`src/rtl/snoop_coh_pkg.sv`:
```
`timescale 1ns/1ps
package snoop_coh_pkg;
    typedef enum logic [1:0] {
        LN_INV = 2'd0,
        LN_SHR = 2'd1,
        LN_EXC = 2'd2
    } line_st_e;

    typedef enum logic [1:0] {
        BC_IDLE   = 2'd0,
        BC_RDMISS = 2'd1,
        BC_WRMISS = 2'd2,
        BC_WRBACK = 2'd3
    } bus_cmd_e;

    typedef enum logic [2:0] {
        F_IDLE,
        F_CHECK,
        F_PEND_WB,
        F_PEND_RD,
        F_PEND_WM
    } fsm_e;
endpackage

```
`src/rtl/snp_line_array.sv`:
```
`timescale 1ns/1ps
// Line storage plus snoop response (invalidate / flush).
module snp_line_array
    import snoop_coh_pkg::*;
#(
    parameter int LINES  = 8,
    parameter int IDX_W  = 3,
    parameter int TAG_W  = 5,
    parameter int DATA_W = 16
) (
    input  logic                    clk,
    input  logic                    rst,
    input  logic [IDX_W-1:0]        rd_idx,
    output line_st_e                rd_st,
    output logic [TAG_W-1:0]        rd_tag,
    output logic [DATA_W-1:0]       rd_data,
    input  logic                    wr_en,
    input  logic [IDX_W-1:0]        wr_idx,
    input  line_st_e                wr_st,
    input  logic [TAG_W-1:0]        wr_tag,
    input  logic [DATA_W-1:0]       wr_data,
    input  logic                    snp_valid,
    input  logic                    snp_is_wr,
    input  logic [IDX_W-1:0]        snp_idx,
    input  logic [TAG_W-1:0]        snp_tag,
    output logic                    flush_valid,
    output logic [TAG_W+IDX_W-1:0]  flush_addr,
    output logic [DATA_W-1:0]       flush_data
);
    line_st_e          st_q   [LINES];
    logic [TAG_W-1:0]  tag_q  [LINES];
    logic [DATA_W-1:0] data_q [LINES];

    line_st_e snp_st;
    logic     snp_hit;

    assign rd_st   = st_q[rd_idx];
    assign rd_tag  = tag_q[rd_idx];
    assign rd_data = data_q[rd_idx];

    always_comb begin
        snp_st  = st_q[snp_idx];
        snp_hit = snp_valid && (snp_st != LN_INV) && (tag_q[snp_idx] == snp_tag);
    end

    for (genvar g = 0; g < LINES; g++) begin : g_line
        logic sel_wr, sel_snp;
        assign sel_wr  = wr_en && (wr_idx == IDX_W'(g));
        assign sel_snp = snp_hit && (snp_idx == IDX_W'(g));
        always_ff @(posedge clk) begin
            if (rst) begin
                st_q[g]   <= LN_INV;
                tag_q[g]  <= '0;
                data_q[g] <= '0;
            end else if (sel_wr) begin
                st_q[g]   <= wr_st;
                tag_q[g]  <= wr_tag;
                data_q[g] <= wr_data;
            end else if (sel_snp) begin
                // write miss elsewhere kills the copy; read miss demotes a dirty owner
                if (snp_is_wr)
                    st_q[g] <= LN_INV;
                else if (st_q[g] == LN_EXC)
                    st_q[g] <= LN_SHR;
            end
        end
    end

    always_ff @(posedge clk) begin
        if (rst) begin
            flush_valid <= 1'b0;
            flush_addr  <= '0;
            flush_data  <= '0;
        end else begin
            flush_valid <= snp_hit && (snp_st == LN_EXC);
            flush_addr  <= {snp_tag, snp_idx};
            flush_data  <= data_q[snp_idx];
        end
    end
endmodule

```
`src/rtl/snp_cpu_fsm.sv`:
```
`timescale 1ns/1ps
// Processor-side controller: lookup, pending bus states, line update.
module snp_cpu_fsm
    import snoop_coh_pkg::*;
#(
    parameter int ADDR_W = 8,
    parameter int DATA_W = 16,
    parameter int IDX_W  = 3,
    parameter int TAG_W  = 5
) (
    input  logic              clk,
    input  logic              rst,
    input  logic              cpu_req,
    input  logic              cpu_we,
    input  logic [ADDR_W-1:0] cpu_addr,
    input  logic [DATA_W-1:0] cpu_wdata,
    output logic              cpu_busy,
    output logic              cpu_done,
    output logic [DATA_W-1:0] cpu_rdata,
    output logic [IDX_W-1:0]  ln_idx,
    input  line_st_e          ln_st,
    input  logic [TAG_W-1:0]  ln_tag,
    input  logic [DATA_W-1:0] ln_data,
    output logic              wr_en,
    output line_st_e          wr_st,
    output logic [TAG_W-1:0]  wr_tag,
    output logic [DATA_W-1:0] wr_data,
    input  logic              snp_valid,
    input  logic [IDX_W-1:0]  snp_idx,
    output logic              bus_req,
    output logic [1:0]        bus_cmd,
    output logic [ADDR_W-1:0] bus_addr,
    output logic [DATA_W-1:0] bus_wdata,
    input  logic              bus_gnt,
    input  logic [DATA_W-1:0] bus_rdata
);
    fsm_e              st_q, st_d;
    logic [ADDR_W-1:0] a_q;
    logic              we_q;
    logic [DATA_W-1:0] wd_q;
    logic              done_d;
    logic [DATA_W-1:0] rdata_d;

    logic [IDX_W-1:0] idx;
    logic [TAG_W-1:0] tag;
    logic snp_block, hit, dirty;
    fsm_e miss_next;

    assign idx       = a_q[IDX_W-1:0];
    assign tag       = a_q[ADDR_W-1:IDX_W];
    assign ln_idx    = idx;
    assign snp_block = snp_valid && (snp_idx == idx);
    assign hit       = (ln_st != LN_INV) && (ln_tag == tag);
    assign dirty     = (ln_st == LN_EXC);
    assign miss_next = we_q ? F_PEND_WM : F_PEND_RD;
    assign cpu_busy  = (st_q != F_IDLE);

    always_comb begin
        st_d      = st_q;
        wr_en     = 1'b0;
        wr_st     = LN_INV;
        wr_tag    = tag;
        wr_data   = wd_q;
        bus_req   = 1'b0;
        bus_cmd   = BC_IDLE;
        bus_addr  = a_q;
        bus_wdata = wd_q;
        done_d    = 1'b0;
        rdata_d   = cpu_rdata;
        unique case (st_q)
            F_IDLE: if (cpu_req) st_d = F_CHECK;
            F_CHECK: if (!snp_block) begin
                if (!we_q) begin
                    if (hit) begin
                        done_d  = 1'b1;
                        rdata_d = ln_data;
                        st_d    = F_IDLE;
                    end else begin
                        st_d = dirty ? F_PEND_WB : F_PEND_RD;
                    end
                end else if (hit && dirty) begin
                    wr_en  = 1'b1;
                    wr_st  = LN_EXC;
                    done_d = 1'b1;
                    st_d   = F_IDLE;
                end else if (hit) begin
                    st_d = F_PEND_WM;
                end else begin
                    st_d = dirty ? F_PEND_WB : F_PEND_WM;
                end
            end
            F_PEND_WB: begin
                bus_addr  = {ln_tag, idx};
                bus_wdata = ln_data;
                bus_cmd   = BC_WRBACK;
                if (!dirty) begin
                    // a snoop already flushed the victim
                    st_d = miss_next;
                end else begin
                    bus_req = !snp_block;
                    if (!snp_block && bus_gnt) begin
                        wr_en   = 1'b1;
                        wr_st   = LN_INV;
                        wr_tag  = ln_tag;
                        wr_data = ln_data;
                        st_d    = miss_next;
                    end
                end
            end
            F_PEND_RD: begin
                bus_cmd = BC_RDMISS;
                bus_req = !snp_block;
                if (!snp_block && bus_gnt) begin
                    wr_en   = 1'b1;
                    wr_st   = LN_SHR;
                    wr_data = bus_rdata;
                    done_d  = 1'b1;
                    rdata_d = bus_rdata;
                    st_d    = F_IDLE;
                end
            end
            F_PEND_WM: begin
                bus_cmd = BC_WRMISS;
                bus_req = !snp_block;
                if (!snp_block && bus_gnt) begin
                    wr_en  = 1'b1;
                    wr_st  = LN_EXC;
                    done_d = 1'b1;
                    st_d   = F_IDLE;
                end
            end
            default: st_d = F_IDLE;
        endcase
    end

    always_ff @(posedge clk) begin
        if (rst) begin
            st_q      <= F_IDLE;
            cpu_done  <= 1'b0;
            cpu_rdata <= '0;
            a_q       <= '0;
            we_q      <= 1'b0;
            wd_q      <= '0;
        end else begin
            st_q      <= st_d;
            cpu_done  <= done_d;
            cpu_rdata <= rdata_d;
            if (st_q == F_IDLE && cpu_req) begin
                a_q  <= cpu_addr;
                we_q <= cpu_we;
                wd_q <= cpu_wdata;
            end
        end
    end
endmodule

```
`src/rtl/snoop_coh_ctrl.sv`:
```
`timescale 1ns/1ps
module snoop_coh_ctrl
    import snoop_coh_pkg::*;
#(
    parameter int ADDR_W = 8,
    parameter int DATA_W = 16,
    parameter int LINES  = 8
) (
    input  logic              clk,
    input  logic              rst,
    input  logic              cpu_req,
    input  logic              cpu_we,
    input  logic [ADDR_W-1:0] cpu_addr,
    input  logic [DATA_W-1:0] cpu_wdata,
    output logic              cpu_busy,
    output logic              cpu_done,
    output logic [DATA_W-1:0] cpu_rdata,
    output logic              bus_req,
    output logic [1:0]        bus_cmd,
    output logic [ADDR_W-1:0] bus_addr,
    output logic [DATA_W-1:0] bus_wdata,
    input  logic              bus_gnt,
    input  logic [DATA_W-1:0] bus_rdata,
    input  logic              snp_valid,
    input  logic              snp_is_wr,
    input  logic [ADDR_W-1:0] snp_addr,
    output logic              flush_valid,
    output logic [ADDR_W-1:0] flush_addr,
    output logic [DATA_W-1:0] flush_data
);
    localparam int IDX_W = $clog2(LINES);
    localparam int TAG_W = ADDR_W - IDX_W;

    logic [IDX_W-1:0]  ln_idx;
    line_st_e          ln_st;
    logic [TAG_W-1:0]  ln_tag;
    logic [DATA_W-1:0] ln_data;
    logic              wr_en;
    line_st_e          wr_st;
    logic [TAG_W-1:0]  wr_tag;
    logic [DATA_W-1:0] wr_data;

    snp_line_array #(
        .LINES(LINES), .IDX_W(IDX_W), .TAG_W(TAG_W), .DATA_W(DATA_W)
    ) u_lines (
        .clk(clk), .rst(rst),
        .rd_idx(ln_idx), .rd_st(ln_st), .rd_tag(ln_tag), .rd_data(ln_data),
        .wr_en(wr_en), .wr_idx(ln_idx), .wr_st(wr_st), .wr_tag(wr_tag), .wr_data(wr_data),
        .snp_valid(snp_valid), .snp_is_wr(snp_is_wr),
        .snp_idx(snp_addr[IDX_W-1:0]), .snp_tag(snp_addr[ADDR_W-1:IDX_W]),
        .flush_valid(flush_valid), .flush_addr(flush_addr), .flush_data(flush_data)
    );

    snp_cpu_fsm #(
        .ADDR_W(ADDR_W), .DATA_W(DATA_W), .IDX_W(IDX_W), .TAG_W(TAG_W)
    ) u_fsm (
        .clk(clk), .rst(rst),
        .cpu_req(cpu_req), .cpu_we(cpu_we), .cpu_addr(cpu_addr), .cpu_wdata(cpu_wdata),
        .cpu_busy(cpu_busy), .cpu_done(cpu_done), .cpu_rdata(cpu_rdata),
        .ln_idx(ln_idx), .ln_st(ln_st), .ln_tag(ln_tag), .ln_data(ln_data),
        .wr_en(wr_en), .wr_st(wr_st), .wr_tag(wr_tag), .wr_data(wr_data),
        .snp_valid(snp_valid), .snp_idx(snp_addr[IDX_W-1:0]),
        .bus_req(bus_req), .bus_cmd(bus_cmd), .bus_addr(bus_addr), .bus_wdata(bus_wdata),
        .bus_gnt(bus_gnt), .bus_rdata(bus_rdata)
    );
endmodule

```
`config.mk`:
```
export PLATFORM = sky130hd
export DESIGN_NAME = snoop_coh_ctrl
export DESIGN_NICKNAME = d
export VERILOG_FILES = /design/src/rtl/snoop_coh_pkg.sv /design/src/rtl/snp_line_array.sv /design/src/rtl/snp_cpu_fsm.sv /design/src/rtl/snoop_coh_ctrl.sv
export SDC_FILE = /design/constraint.sdc
export NUM_CORES = 1
export LEC_CHECK = 0
export CORE_MARGIN = 5
export CORE_UTILIZATION = 40
export DETAILED_ROUTE_END_ITERATION = 8
export DONT_BUFFER_PORTS = 1
export PLACE_DENSITY = 0.61
export SYNTH_ARGS = -nofsm -noshare
export SYNTH_HDL_FRONTEND = slang
export SYNTH_SLANG_ARGS = --single-unit
```
`constraint.sdc`:
```
create_clock -name clk -period 4.8 [get_ports clk]
set_clock_uncertainty 0.2 [all_clocks]
set_input_delay 1.44 -clock clk [delete_from_list [all_inputs] [get_ports clk]]
set_output_delay 1.44 -clock clk [all_outputs]
set_load 0.1 [all_outputs]
```
== Yosys cells after proc, flatten, opt, wreduce, memory -nomap -nowiden ==
Memory sizes are Yosys's and may differ from the RTL's. A register that Yosys moved wholly into a read port is not among the register bits.
Cells that the tools add are included.
Word-level totals
  memories: 3
  register bits: 54
  RAM bits: 184
  logic and storage cells: 323
Memory list
  u_lines.data_q: depth 8, width 16, rd ports 2, clocked after Yosys merged registers in 2, write ports 8, RTL line snp_line_array.sv:32  | logic [DATA_W-1:0] data_q [LINES];
  u_lines.tag_q: depth 8, width 5, rd ports 2, clocked after Yosys merged registers in 1, write ports 8, RTL line snp_line_array.sv:31  | logic [TAG_W-1:0] tag_q [LINES];
  u_lines.st_q: depth 8, width 2, rd ports 10, clocked after Yosys merged registers in 1, write ports 8, RTL line snp_line_array.sv:30  | line_st_e st_q [LINES];
Cells by class
  bitwise operators: 40
  reduce and logical (&&, ||, !) cells: 35
  equal/unequal tests: 38
  muxes and demuxes: 199
Operators by type and width (count)
  16-bit 2-to-1 mux: 16
  1-bit 2-to-1 mux: 118
  16-bit case mux with 2 select lines: 2
  2-bit 2-to-1 mux: 28
  5-bit 2-to-1 mux: 11
  3-bit 2-to-1 mux: 17
  1-bit bitwise OR: 40
  3-bit == test, second input constant: 9
  1-bit logical AND: 24
  2-bit == test, second input constant: 10
  3-bit by 2-bit == test with 1-bit output, second input constant: 6
  2-bit case mux with 3 select lines: 2
  3-bit case mux with 4 select lines: 1
  5-bit == test: 2
  3-bit by 1-bit == test with 1-bit output, second input constant: 3
  3-bit zero test: 3
  8-bit 2-to-1 mux: 1
  2-bit by 1-bit inequality test with 1-bit output, second input constant: 3
  2-bit inequality test, second input constant: 3
  2-bit nonzero test: 3
  5-bit AND reduction: 1
  1-bit case mux with 2 select lines: 2
  4-bit AND reduction: 1
  3-bit == test: 1
  5 further kinds: 5

== Depth between registers and ports, before layout ==
Gate-level depths: netlist of the first run.
  word-level depth: 14
  depth in mapped cells: 11
  gate-level depth less buffers: 7

== Modules after synthesis ==
Synthesis of the first run repeated with hierarchy kept, for this count alone.
Unflattened totals
  cells, all modules: 1122
  area total of the unflattened synthesis: 13706.9 um^2
By module, submodules not included
  snp_line_array: area an instance 10891.7 um^2, cells each 776, instances 1
  snp_cpu_fsm: area an instance 2815.2 um^2, cells each 346, instances 1

== Least setup slack after synthesis of the first run ==
No wires, ideal clock.
  kind: register to output
  from: register u_fsm.st_q[1]
  to: output port bus_req
  arrival time: 3476 ps
  data required time: 3160 ps
  slack: -316 ps
  path buffers: 1
  cell stages (with the launch flop): 6
  path through: dfxtp_1 clkbuf_1 inv_1 nor2_1 a21oi_1 nor2_1
Between the ends
  longest elaborated chain between the ends: 3
  elaborated cells on any way between the ends: 5
  those cells by class: eq/ne (3); mux (1); reduce/logical (1)
RTL lines
  start: declaration: RTL line snp_cpu_fsm.sv:37  | fsm_e st_q, st_d;
  start signal: assignment: RTL line snp_cpu_fsm.sv:145  | st_q <= st_d;
  3-bit by 2-bit == test with 1-bit output or 3-bit == test (tied branches): RTL line snp_cpu_fsm.sv:70  | unique case (st_q)
  2-bit OR reduction (no line)
  1-bit case mux with 2 select lines *: RTL line snp_cpu_fsm.sv:70
  end: declaration: RTL line snoop_coh_ctrl.sv:18  | output logic bus_req,
Every way passes the cells marked *; elsewhere a longest branch is shown, timed or not.

==> impl_metrics.yaml, run 1 <==
status:
  status: "finished, final reports clean"
worst_setup_path:
  worstSetupPathType: "reg2out"
  crit_path_cell_trace: "buf_12, mux4_2, mux2i_1, a21oi_2, buf_4"
  crit_path_end_kind: "primary output"
  slowest_delay_ns: 0.66
  crit_required_ns: 3.16
  critPathLaunchType: "flop"
  arrival_ns: 2.91
  cp_max_fo: 15
  r2r_slack_ns: 0.81
  slowest_stage: "dfxtp_2"
clock_network:
  cts_resized: 0
  clockBufferDepth: 3
  cts_tree: "done"
  cts_buffers: 29
  cts_setup_buffers: 0
  root_buffer: "clkbuf_16"
  htree_num_levels: 1
  cts_hold_buf: 0
  cts.sinks: 257
  clk_latency_ns: 0.55
  path_clk_slew_ns: 0.06
sta:
  period_share_pct: 94.8
  finalCriticalPeriod_ns: 4.55
  timing.fmax_mhz: 220
  rsz0062_at_grt: "false"
  hold_viol: 0
  worstMarginPinSlew_ns: 1.34
  setup_violations: 0
  drv_slew: 0
  slew_headroom_pct: 9.93
synthesis:
  yosysTopAreaCell: "edfxtp_1"
  avgSynthCellArea_um2: 11.4
  ys_ff_latch: 257
  syn-instance-count: 1167
  synthArstFlopShare_pct: 0
  synth_top_area_share_pct: 41.5
  synth_warnings: 0
  synth-edff-count: 184
  synth-seq-area-share_pct: 52.5
  synth.area.top_cells: "edfxtp_1, mux4_2, dfxtp_1"
  synth_nets: 1222
  synth_area_um2: 13300
  synthDistinctLibCells: 66
  synthFlopType: "edfxtp_1"
floorplan:
  start_util_pct: 40.7
  die_x_um: 192
  fp.coreArea_um2: 32700
  num_rows: 66
  dieArea_um2: 37000
  ios: 125
  die_h_um: 192
flow_run:
  cap_violations: 0
detailed_routing:
  first_iter_violations: 989
  drt-wirelength-per-cell_um: 24.8
  drc_errors: 0
  wirelength_um: 40300
  dr.pass1.iters: 7
  postRouteAntennaNets: 0
  vias: 9689
  viasPerCell: 5.96
placement:
  io_buffers: 0
  dp_hpwl_um: 25300
  dp_cells: 1572
  place_congestion: 0.888
global_route:
  grt_pass1_wl_um: 60300
  antenna_found_initial: 0
  grt_pass1_vias: 9698
  grt_max_degree: 82
  globalRouteOverflowTotal: 0
  grt_usage_pct: 21.3
power_and_ir_drop:
  p_per_area_nw_per_um2: 513
  ir_drop_v: 0.000378
  leakagePower_nw: 4.97
layout:
  layout_common_cells: "nor2_1, edfxtp_1, nand2_1, mux4_2, a21oi_1"
  n_antenna_cell: 0
  layout_commonest_cell: "nor2_1"
  stdcell_count: 1626
  finalCoreUtilization_pct: 46.6
  synthToLayoutAreaGrowth_pct: 14.4
  drive_gt1_share_pct: 22.5
  nets: 1216
hold_path:
  hp-class: "reg2reg"
## through the flow
step / hold WS [ns] / TNS (ns) / setup slack (ns) / power [mW] / area [um^2]
final: 0.285 / 0 / 0.247 / 7.81 / 15200
after global routing: 0.305 / 0 / 0.0546 / 8.10 / 15200
after CTS: 0.282 / 0 / 0.241 / 7.83 / 15200
after detailed placement: 0.272 / 0 / 0.570 / 5.45 / 14200
after global placement: 0.266 / 0 / 0.646 / 5.44 / 14200
after floorplan: 0.263 / -0.281 / -0.140 / 4.73 / 13300
## cell type report
type / instances / area [um^2]
inverter: 12 / 45.0
timing repair buffer: 62 / 616
fill: 2957 / 17500
clock buffer: 38 / 811
tap: 442 / 553
sequential: 257 / 6990
multi-input combinational: 799 / 5990
clock inverter: 16 / 220
## final timing paths
| check | from | endpoint | depth (start not counted) |
|---|---|---|---|
| worst max-delay path | flop | bus_wdata[0] | 5 |
| worst min-delay path | u_fsm.wd_q[1] | u_fsm.wd_q[1] | 2 |
| worst max register to register | flop | u_lines.data_q[3][8] | 10 |
| worst min register to register | u_fsm.wd_q[1] | u_fsm.wd_q[1] | 2 |
## layer usage
layer | part of all wire [%] | up-vias | track usage (%)
met2 | 46 | 495 | 33.4
met5 | 0 | - | 0
met3 | 11 | 56 | 5.77
met1 | 41 | 4826 | 29.7
met4 | 2.1 | 0 | 5.29
li1 | - | 4312 | -
## cells in the mapped netlist (4+ instances only)
cell	n
nor2_1	244
edfxtp_1	184
nand2_1	126
a21oi_1	92
mux4_2	77
dfxtp_1	73
clkbuf_1	49
mux2i_1	36
buf_2	33
nand3_1	25
o21ai_0	21
nor2b_1	19
o221ai_1	18
nor3_1	13
inv_1	12
a221oi_4	10
buf_1	8
o211ai_1	8
mux2_2	7
nand2b_1	7
o31ai_1	7
xnor2_1	7
a221oi_2	6
a31oi_1	6
buf_4	5
nand4_1	5
xor2_1	4
## cell families (layout without fill, tap and decap cells)
group	Yosys count	after routing	synth area share [%]
mux	120	120	16.3
compound gates	206	206	11.9
xor+xnor	12	12	0.846
buf+inv	111	128	3.76
simple gates	461	461	14.7
flops	257	257	52.5
## state kept, by name (all words and copies together) (netlist names), 3 cells and up, named ones only
signal,cells
u_fsm.st_q,3
u_lines.data_q,128
u_fsm.wd_q,16
u_fsm.cpu_rdata,16
u_lines.st_q,16
u_lines.flush_addr,8
u_fsm.a_q,8
u_lines.tag_q,40
u_lines.flush_data,16
## worst max-delay path, delay by kind of cell (launching register included)
kind / cells / cell delay (ns)
multiplexers: 2 / 1.07
AO/OA/AOI/OAI: 1 / 0.11
buffers and inverters: 2 / 0.51
flip-flops: 1 / 0.66
## where the power goes
| part | switching, mW | total, mW | internal (mW) | leakage (nW) |
|---|---|---|---|---|
| Clock | 0.930 | 2.39 | 1.46 | 0.502 |
| Combinational | 1.82 | 2.58 | 0.756 | 1.97 |
| Sequential | 0.325 | 2.85 | 2.52 | 2.50 |
Power figures use the tool's default switching activity.
==> run 2, diff against run 1 <==
--- a/config.mk
+++ b/config.mk
@@ -9,7 +9,7 @@
 export CORE_UTILIZATION = 40
 export DETAILED_ROUTE_END_ITERATION = 8
 export DONT_BUFFER_PORTS = 1
-export PLACE_DENSITY = 0.61
+export PLACE_DENSITY = 0.59
 export SYNTH_ARGS = -nofsm -noshare
 export SYNTH_HDL_FRONTEND = slang
 export SYNTH_SLANG_ARGS = --single-unit
==> constraint.sdc (replaced) <==
create_clock -name clk -period 5.3 [get_ports clk]
set_clock_uncertainty 0.2 [all_clocks]
set_input_delay 1.59 -clock clk [delete_from_list [all_inputs] [get_ports clk]]
set_output_delay 1.59 -clock clk [all_outputs]
set_load 0.1 [all_outputs]
==> run 2 against run 1 <==
Compared with the run above:
- first-iteration DRC count rose by 19%
- critical endpoint unchanged
- via count rose by 2.6%
- global-route usage rose by 0.50 points
- critical path depth did not move
- register-to-register slack improved by 0.28 ns
- sequential share of layout area rose by 0.23 points
- design area fell by 0.46%
- wire length rose by 1.8%
- highest routed layer is now met5
- utilization fell by 0.21 points
==> impl_metrics.yaml, run 2 (synthesis results as in run 1) <==
status:
  status: "finished, final reports clean"
clock_network:
  cts_resized: 0
  cts_setup_buffers: 0
  cts.sinks: 257
  cts_hold_buf: 0
  root_buffer: "clkbuf_16"
  clockBufferDepth: 3
  clk_latency_ns: 0.56
  htree_num_levels: 1
  cts_tree: "done"
  path_clk_slew_ns: 0.06
  cts_buffers: 30
floorplan:
  ios: 125
  start_util_pct: 40.7
  die_h_um: 192
  dieArea_um2: 37000
  num_rows: 66
  die_x_um: 192
  fp.coreArea_um2: 32700
worst_setup_path:
  critPathBufInv: 2
  slowest_delay_ns: 0.65
  crit_required_ns: 3.51
  cpMostUsedCell: "buf_4"
  critPathLaunchType: "flop"
  worstSetupPathType: "reg2out"
  arrival_ns: 3.02
  slowest_stage: "dfxtp_4"
  crit_path_end_kind: "primary output"
  crit_path_cell_trace: "buf_4, mux4_2, mux2i_1, a21oi_2, buf_4"
  critical-path-top-delay-family: "multiplexers"
  cp_max_fo: 21
layout:
  biggestRegsByFlops: "u_lines.data_q (128), u_lines.tag_q (40)"
  layout_commonest_cell: "nor2_1"
  finalCoreUtilization_pct: 46.3
  synthToLayoutAreaGrowth_pct: 13.9
  n_antenna_cell: 0
  largest-register: "u_lines.data_q"
  largest_register_ffs: 128
  layout_common_cells: "nor2_1, edfxtp_1, nand2_1, mux4_2, a21oi_1"
  nets: 1216
  drive_gt1_share_pct: 22.4
sta:
  fin_setup_tns_ns: 0
  rsz0062_at_grt: "false"
  timing.fmax_mhz: 208
  worstMarginPinSlew_ns: 1.09
  drv_slew: 0
  period_share_pct: 90.7
  slew_headroom_pct: 27.3
  hold_viol: 0
  finalCriticalPeriod_ns: 4.81
  layout_setup_ws_ns: 0.493
  setup_violations: 0
detailed_routing:
  vias: 9940
  wirelength_um: 41000
  viasPerCell: 6.11
  drc_errors: 0
  postRouteAntennaNets: 0
  dr.pass1.iters: 6
  first_iter_violations: 1179
  drt-wirelength-per-cell_um: 25.2
global_route:
  grt_pass1_vias: 9549
  grt_pass1_wl_um: 61300
  globalRouteOverflowTotal: 0
  grt_usage_pct: 21.8
  antenna_found_initial: 2
  grt_max_degree: 82
hold_path:
  hp-class: "reg2reg"
placement:
  place_congestion: 0.915
  io_buffers: 0
  dp_slack_ns: 0.918
  dp_hpwl_um: 26000
power_and_ir_drop:
  leakagePower_nw: 4.97
  ir_drop_v: 0.000375
  p_per_area_nw_per_um2: 467
  total_power_mw: 7.09
flow_run:
  cap_violations: 0
-- run 2: stage by stage --
stage,cells,hold WS (ns),area (um^2)
6_report,1627,0.294,15200
5_1_grt,1627,0.324,15200
4_1_cts,1627,0.293,15200
3_5_place_dp,1571,0.283,14100
3_3_place_gp,1571,0.271,14100
2_1_floorplan,1167,0.263,13300
-- run 2: cell type report --
type | count | area [um^2]
Sequential cell | 257 | 6990
Inverter | 12 | 45.0
Clock inverter | 25 | 337
Tap cell | 442 | 553
Timing Repair Buffer | 61 | 483
Multi-Input combinational cell | 799 | 5990
Fill cell | 3005 | 17500
Clock buffer | 31 | 754
-- run 2: worst min-delay path, stage by stage, from the launching register on --
cell	delay, ns
dfxtp_1	0.33
nand2_1	0.06
a21oi_1	0.06
-- run 2: where the power goes --
part	internal [mW]	total (mW)	switching, mW	leakage, nW
logic	0.601	2.19	1.59	1.93
registers	2.28	2.61	0.331	2.50
clock network	1.42	2.28	0.855	0.536
total	4.31	7.09	2.78	4.97
-- run 2: path summary, 6_finish.rpt --
| check | startpoint | to | slack, ns | depth (start not counted) |
|---|---|---|---|---|
| max | flop | bus_wdata[0] | 0.49 | 5 |
| min reg2reg | u_fsm.wd_q[15] | u_fsm.wd_q[15] | 0.29 | 2 |
| max reg2reg | flop | u_lines.data_q[0][15] | 1.09 | 9 |
| min | u_fsm.wd_q[15] | u_fsm.wd_q[15] | 0.29 | 2 |
-- run 2: layer usage --
layer / vias up / global-route usage, % / wire (um)
met1: 4963 / 31.4 / 16900
met5: - / 0 / 20
met3: 79 / 4.78 / 4630
met2: 567 / 34.0 / 18600
li1: 4329 / - / -
met4: 2 / 5.10 / 865
==> run 3, diff against run 2 <==
--- a/config.mk
+++ b/config.mk
@@ -9,7 +9,7 @@
 export CORE_UTILIZATION = 40
 export DETAILED_ROUTE_END_ITERATION = 8
 export DONT_BUFFER_PORTS = 1
-export PLACE_DENSITY = 0.59
+export PLACE_DENSITY = 0.61
 export SYNTH_ARGS = -nofsm -noshare
 export SYNTH_HDL_FRONTEND = slang
 export SYNTH_SLANG_ARGS = --single-unit
==> constraint.sdc (replaced) <==
create_clock -name clk -period 4.1 [get_ports clk]
set_clock_uncertainty 0.2 [all_clocks]
set_input_delay 1.23 -clock clk [delete_from_list [all_inputs] [get_ports clk]]
set_output_delay 1.23 -clock clk [all_outputs]
set_load 0.1 [all_outputs]
==> run 3 against run 2 <==
Compared with the run above:
- die area is the same
- global-route usage shrank 0.74 points
- combinational power grew 49%
- sequential share of layout area shrank 1.2 points
- setup slack lost 0.42 ns
- clock power grew 17%
- wire length shrank 3.4%
- design area grew 2.8%
- critical endpoint is now bus_req
==> impl_metrics.yaml, run 3 (synthesis results as in run 1) <==
placement:
  dp_slack_ns: 0.385
  dp_hpwl_um: 25900
  place_area_um2: 14600
  place_congestion: 0.923
  io_buffers: 0
  dp_cells: 1598
layout:
  fin_area_um2: 15600
  finalCoreUtilization_pct: 47.6
  largest_register_ffs: 128
  synthToLayoutAreaGrowth_pct: 17.1
  layout_common_cells: "nor2_1, edfxtp_1, nand2_1, mux4_2, a21oi_1"
  biggestRegsByFlops: "u_lines.data_q (128), u_lines.tag_q (40)"
  drive_gt1_share_pct: 23.6
  nets: 1242
  layout_commonest_cell: "nor2_1"
  largest-register: "u_lines.data_q"
  stdcell_count: 1652
  n_antenna_cell: 0
worst_setup_path:
  r2r_slack_ns: 0.58
  critPathLaunchType: "flop"
  crit_path_end_kind: "primary output"
  cp_max_fo: 7
  crit_required_ns: 2.67
  arrival_ns: 2.60
  worstSetupPathType: "reg2out"
clock_network:
  cts.sinks: 257
  path_clk_slew_ns: 0.06
  cts_tree: "done"
  cts_buffers: 29
  htree_num_levels: 1
  cts_hold_buf: 0
  cts_setup_buffers: 0
  clockBufferDepth: 3
  root_buffer: "clkbuf_16"
  clk_latency_ns: 0.57
  cts_resized: 3
detailed_routing:
  first_iter_violations: 924
  vias: 9733
  drc_errors: 0
  postRouteAntennaNets: 0
  dr.pass1.iters: 6
  viasPerCell: 5.89
  wirelength_um: 39600
  drt-wirelength-per-cell_um: 24.0
power_and_ir_drop:
  ir_drop_v: 0.000478
  leakagePower_nw: 5.13
  p_per_area_nw_per_um2: 593
  total_power_mw: 9.24
sta:
  finalCriticalPeriod_ns: 4.03
  timing.fmax_mhz: 248
  hold_viol: 0
  drv_slew: 0
  worstMarginPinSlew_ns: 1.02
  period_share_pct: 98.2
  fin_setup_tns_ns: 0
  layout_setup_ws_ns: 0.0729
  holdWs_ns: 0.292
  rsz0062_at_grt: "false"
  slew_headroom_pct: 31.9
  setup_violations: 0
global_route:
  globalRouteOverflowTotal: 0
  antenna_found_initial: 0
  grt_pass1_vias: 9766
  grt_max_degree: 82
  grt_pass1_wl_um: 59600
  grt_usage_pct: 21.1
floorplan:
  die_x_um: 192
  num_rows: 66
  dieArea_um2: 37000
  fp.coreArea_um2: 32700
  start_util_pct: 40.7
  ios: 125
  die_h_um: 192
hold_path:
  hp-class: "reg2reg"
flow_run:
  cap_violations: 0
status:
  status: "finished, final reports clean"
[run 3: path summary, 6_finish.rpt]
check           startpoint                  end  depth (start not counted)
max                   flop              bus_req                          6
min          u_fsm.wd_q[1]        u_fsm.wd_q[1]                          2
max reg2reg           flop  u_lines.tag_q[2][2]                          9
min reg2reg  u_fsm.wd_q[1]        u_fsm.wd_q[1]                          2
[run 3: final cells by class]
type                    instances  area (um^2)
clock buffers                  42          795
clock inverters                12          171
fillers                      2942        17100
inverters                      12         45.0
multi-input cells             799         6000
flip-flops and latches        257         6990
well taps                     442          553
repair buffers                 88         1020
[run 3: critical path: stages, from the launching register on]
cell     delay, ns
dfxtp_4       0.44
mux4_2        0.51
mux2_2        0.30
nor2_2        0.27
a21oi_1       0.16
nor2_2        0.17
buf_12        0.19
[run 3: per-layer routing]
layer	wire, um	vias to the layer above	track usage (%)
li1	-	4370	-
met1	15700	4865	27.9
met2	18900	456	35.3
met5	0	-	0
met3	4370	42	5.63
met4	562	0	4.03
[run 3: where the power goes]
group	switching (mW)	internal, mW
clock network	1.06	1.60
registers	0.368	2.95
logic	2.17	1.10
total	3.60	5.65
